==> config.mk <==
export PLATFORM = sky130hd
export DESIGN_NAME = excmask_top
export DESIGN_NICKNAME = d
export VERILOG_FILES = /design/src/rtl/excmask_pkg.sv /design/src/rtl/excmask_reg.sv /design/src/rtl/excmask_thresh.sv /design/src/rtl/excmask_decide.sv /design/src/rtl/excmask_top.sv
export SDC_FILE = /design/constraint.sdc
export NUM_CORES = 1
export LEC_CHECK = 0
export CAP_MARGIN = 20
export CORE_MARGIN = 2
export CORE_UTILIZATION = 26
export DETAILED_ROUTE_END_ITERATION = 8
export SYNTH_ARGS = -nofsm -noshare
export SYNTH_HDL_FRONTEND = slang
export SYNTH_SLANG_ARGS = --single-unit
export TNS_END_PERCENT = 50
==> constraint.sdc <==
create_clock -name clk -period 2.21 [get_ports clk]
set_clock_uncertainty 0.2 [all_clocks]
set_input_delay 0.442 -clock clk [delete_from_list [all_inputs] [get_ports clk]]
set_output_delay 0.442 -clock clk [all_outputs]
set_load 0.02 [all_outputs]
==> src/rtl/excmask_pkg.sv <==
package excmask_pkg;

  // Which rule settled the decision, in order of precedence.
  typedef enum logic [2:0] {
    V_IDLE      = 3'd0,  // nothing pending
    V_NMI       = 3'd1,  // nonmaskable, always admitted
    V_STRICT    = 3'd2,  // strict mask blocks
    V_HARDFAULT = 3'd3,  // hard fault admitted past global mask and threshold
    V_GLOBAL    = 3'd4,  // global mask blocks
    V_THRESH    = 3'd5,  // threshold blocks
    V_OPEN      = 3'd6   // no rule blocks
  } verdict_e;

  function automatic logic verdict_admits(verdict_e v);
    return (v == V_NMI) || (v == V_HARDFAULT) || (v == V_OPEN);
  endfunction

endpackage

==> src/rtl/excmask_reg.sv <==
module excmask_reg #(
  parameter int W = 1
) (
  input  logic         clk,
  input  logic         rst,
  input  logic         we,
  input  logic [W-1:0] wd,
  output logic [W-1:0] q
);

  always_ff @(posedge clk) begin
    if (rst)     q <= '0;
    else if (we) q <= wd;
  end

endmodule

==> src/rtl/excmask_thresh.sv <==
module excmask_thresh #(
  parameter int PRIO_W = 8
) (
  input  logic [PRIO_W-1:0] prio,
  input  logic [PRIO_W-1:0] level,
  output logic              blocked
);

  localparam logic [PRIO_W-1:0] OFF = '0;

  logic armed;

  always_comb begin
    armed   = (level != OFF);
    blocked = armed && (prio >= level);
  end

endmodule

==> src/rtl/excmask_decide.sv <==
module excmask_decide
  import excmask_pkg::*;
(
  input  logic     pending,
  input  logic     is_nmi,
  input  logic     is_hf,
  input  logic     gmask,
  input  logic     smask,
  input  logic     thr_blk,
  output verdict_e verdict
);

  always_comb begin
    if (!pending)     verdict = V_IDLE;
    else if (is_nmi)  verdict = V_NMI;
    else if (smask)   verdict = V_STRICT;
    else if (is_hf)   verdict = V_HARDFAULT;
    else if (gmask)   verdict = V_GLOBAL;
    else if (thr_blk) verdict = V_THRESH;
    else              verdict = V_OPEN;
  end

endmodule

==> src/rtl/excmask_top.sv <==
module excmask_top
  import excmask_pkg::*;
#(
  parameter int PRIO_W = 8,
  parameter int NUM_W  = 9
) (
  input  logic              clk,
  input  logic              rst,
  input  logic [NUM_W-1:0]  exc_num,
  input  logic [PRIO_W-1:0] exc_prio,
  input  logic              exc_is_nmi,
  input  logic              exc_is_hf,
  input  logic              gm_we,
  input  logic              gm_wd,
  input  logic              sm_we,
  input  logic              sm_wd,
  input  logic              thr_we,
  input  logic [PRIO_W-1:0] thr_wd,
  output logic              take
);

  localparam int MASK_BITS = 2;

  logic [MASK_BITS-1:0] bit_we, bit_wd, bit_q;
  logic                 gm_q, sm_q;
  logic [PRIO_W-1:0]    thr_q;
  logic                 thr_blk;
  logic                 pending;
  verdict_e             verdict;

  assign bit_we = {sm_we, gm_we};
  assign bit_wd = {sm_wd, gm_wd};

  for (genvar i = 0; i < MASK_BITS; i++) begin : g_bit
    excmask_reg #(.W(1)) u_bit (
      .clk (clk),
      .rst (rst),
      .we  (bit_we[i]),
      .wd  (bit_wd[i]),
      .q   (bit_q[i])
    );
  end

  assign gm_q = bit_q[0];
  assign sm_q = bit_q[1];

  excmask_reg #(.W(PRIO_W)) u_thr (
    .clk (clk),
    .rst (rst),
    .we  (thr_we),
    .wd  (thr_wd),
    .q   (thr_q)
  );

  excmask_thresh #(.PRIO_W(PRIO_W)) u_cmp (
    .prio    (exc_prio),
    .level   (thr_q),
    .blocked (thr_blk)
  );

  assign pending = |exc_num;

  excmask_decide u_dec (
    .pending (pending),
    .is_nmi  (exc_is_nmi),
    .is_hf   (exc_is_hf),
    .gmask   (gm_q),
    .smask   (sm_q),
    .thr_blk (thr_blk),
    .verdict (verdict)
  );

  assign take = verdict_admits(verdict);

endmodule

==> flow_summary.toml, run 1 <==
[cells_and_area]
mostFrequentLayoutCell = "clkdlybuf4s50_1"
fillCellCount = 198
area_delta_synth_final_pct = 90.3
fin_nets = 156
fin_cells = 140
drive_above_1_share_pct = 33.0
layout_common_cells = "25 x clkdlybuf4s50_1, 14 x nor2_1, 10 x mux2i_1"
num_antenna_cells = 0

[critical_path]
crit_fanout = 2
crit_type = "in -> out"
endpoint = "take"
path_cells = "clkdlybuf4s15_1 -> ha_4 -> nand4_1 -> nor2_1 -> a21oi_1 -> o31a_2 -> buf_6"
worstSetupEndpointType = "primary output"
worst-path-buf-inv = 2
worst_r2r_endpoint = "u_thr.q[2]"
worstPathRequired_ns = 1.57
startpoint = "exc_prio[6]"
cp_slowest_cell = "o31a_2"
rr_worst_depth = 3
worst-endpoint-arrival_ns = 1.59
r2r_start = "u_thr.q[2]"
crit_family = "compound AO/OA/AOI/OAI gates"
r2r_setup_slack_ns = 1.25
cpPeakStageDelay_ns = 0.29
worst-path-stages = 7
startpoint_type = "input port"

[sta]
slew_violations = 0
rsz0062_at_grt = "yes"
worst_slack_ns = -0.0215
fin_crit_ns = 2.23
hold_viol = 0
fin_crit_sh_pct = 101
fmaxAchievable_mhz = 448
relSlewSlack_pct = 67.8
final-setup-viol-count = 1
holdWs_ns = 0.341
worst_slew_pin_slew_ns = 0.481

[yosys]
synth.avg_cell_area_um2 = 8.61
netlist_area_um2 = 594
syn_nets = 111
synth-seq-area-share_pct = 33.7
synth_warnings = 0
ys_seq_elements = 10
ys_types = 18
syn_inst = 69

[drt]
vias = 623
dr.pass1.iters = 4
ant_nets = 0
routed_wirelength_um = 1680
post_drt_wl_per_cell_um = 12.0
viasPerCell = 4.45
drtIter0Drc = 3
drc = 0

[clocking]
cts.sink_count = 10
cts_buffer_depth = 2
cts_root_buffer = "clkbuf_4"
cts_hold_buf = 0
cts_max_level = 1
cts_setup_buffers = 0
clock_latency_ns = 0.25
cts_tree = "done"
cts_buffers = 3
clkSlewWorstSetupHoldPaths_ns = 0.06

[power_and_ir_drop]
finalPower_uw = 483
ir_drop_uv = 233
p_leak_nw = 0.474
p_per_area_nw_per_um2 = 427

[min_path]
hold_depth = 2
hold_path.class = "reg -> reg"

[global_route]
antenna_found_initial = 0
grt_max_degree = 11
grt_pass1_wl_um = 2720
grt_pass1_vias = 646
overflow = 0
grtUsageTotal_pct = 13.7

[die]
die_x_um = 51.8
dieArea_um2 = 2680
initial_core_util_pct = 27.1
dieHeight_um = 51.8
pin_count = 35
core_area_um2 = 2190
fp-row-count = 17

[placed_design]
place_congestion = 0.732
dp.cells = 137
hpwl_um = 1330
pre_cts_ws_ns = -0.793
portBuffers = 34

[status]
violations = "setup timing"
status = "finished, violations left"

[run]
maxCapViolations = 0
where the power goes:
group	switching, mW	total (mW)	internal (mW)
logic	0.0594	0.164	0.105
clock network	0.0556	0.118	0.0626
registers	0.00817	0.201	0.193
area by class of cell:
| cell class | instances | area [um2] | area share [%] |
|---|---|---|---|
| flip-flops and latches | 10 | 209 | 18.5 |
| well taps | 28 | 35.0 | 3.10 |
| repair buffers | 42 | 398 | 35.2 |
| multi-input cells | 49 | 437 | 38.6 |
| inverters | 8 | 30.0 | 2.65 |
| clock buffers | 3 | 22.5 | 1.99 |
what timing repair did:
item | CTS | global route
pin swaps | 14 | 2
hold endpoints to repair | 0 | 0
resized for setup | 42 | 7
setup endpoints to repair | 1 | 1
metrics by stage:
| stage | setup TNS [ns] | area, um2 | util (%) |
|---|---|---|---|
| 6_report | -0.0215 | 1130 | 51.6 |
| 3_5_place_dp | -0.793 | 1020 | 46.6 |
| 2_1_floorplan | 0 | 594 | - |
| 4_1_cts | -0.0352 | 1120 | 51.1 |
| 5_1_grt | -0.0989 | 1130 | 51.6 |
| 3_3_place_gp | -0.781 | 1020 | 46.6 |
cells in the mapped netlist (all sizes together):
master	n	share of area (%)
a211oi	2	2.5
a21oi	1	0.84
a41oi	1	1.5
buf	1	0.84
clkbuf	1	0.63
dfxtp	10	34
ha	8	17
inv	8	5.1
mux2i	10	17
nand2	1	0.63
nand3	1	0.84
nand4	1	1.1
nor2	14	8.8
nor2b	1	1.1
nor3	3	2.5
nor4	2	2.1
o21ai	3	2.5
o31a	1	1.7
worst register-to-register path, cell delays in order, from the launching register on:
cell	delay [ns]
dfxtp_2	0.33
buf_4	0.14
mux2i_1	0.12
nor2_1	0.05
worst min-delay path by stage:
stage                      from                to  slack (ns)
3_5_place_dp   g_bit[0].u_bit.q  g_bit[0].u_bit.q        0.34
4_1_cts        g_bit[0].u_bit.q  g_bit[0].u_bit.q        0.35
3_3_place_gp         u_thr.q[0]        u_thr.q[0]        0.32
2_1_floorplan        u_thr.q[3]        u_thr.q[3]        0.26
6_report       g_bit[1].u_bit.q  g_bit[1].u_bit.q        0.34
5_1_grt        g_bit[1].u_bit.q  g_bit[1].u_bit.q        0.37
registers in the layout, summed over array words and instances, names as in the netlist:
signal and count:
u_thr.q 8, g_bit.u_bit.q 2
cell families (layout without fill, tap and decap cells):
logic type                 after synthesis  count (layout)  share of synthesized area (%)
and+or+nand+nor                         23              23                           17.1
AOI/OAI and AO/OA                        8               8                           9.05
buffers and inverters                   10              53                           6.53
DFF                                     10              10                           33.7
muxes                                   10              10                           16.8
adders and majority gates                8               8                           16.8
metal layers:
layer	vias up	wire length, um	track usage [%]
met2	24	745	22.2
met3	0	112	2.01
met4	0	0	7.89
met5	-	0	0
li1	328	-	-
met1	271	823	17.2
(Power assumes the default switching activity.)
==> run 2, diff against run 1 <==
--- a/config.mk
+++ b/config.mk
@@ -9,6 +9,7 @@
 export CORE_MARGIN = 2
 export CORE_UTILIZATION = 26
 export DETAILED_ROUTE_END_ITERATION = 8
+export SETUP_SLACK_MARGIN = 0.15
 export SYNTH_ARGS = -nofsm -noshare
 export SYNTH_HDL_FRONTEND = slang
 export SYNTH_SLANG_ARGS = --single-unit
==> results of run 2 <==
No change in the layout: final DEF, timing and power equal those of run 1.
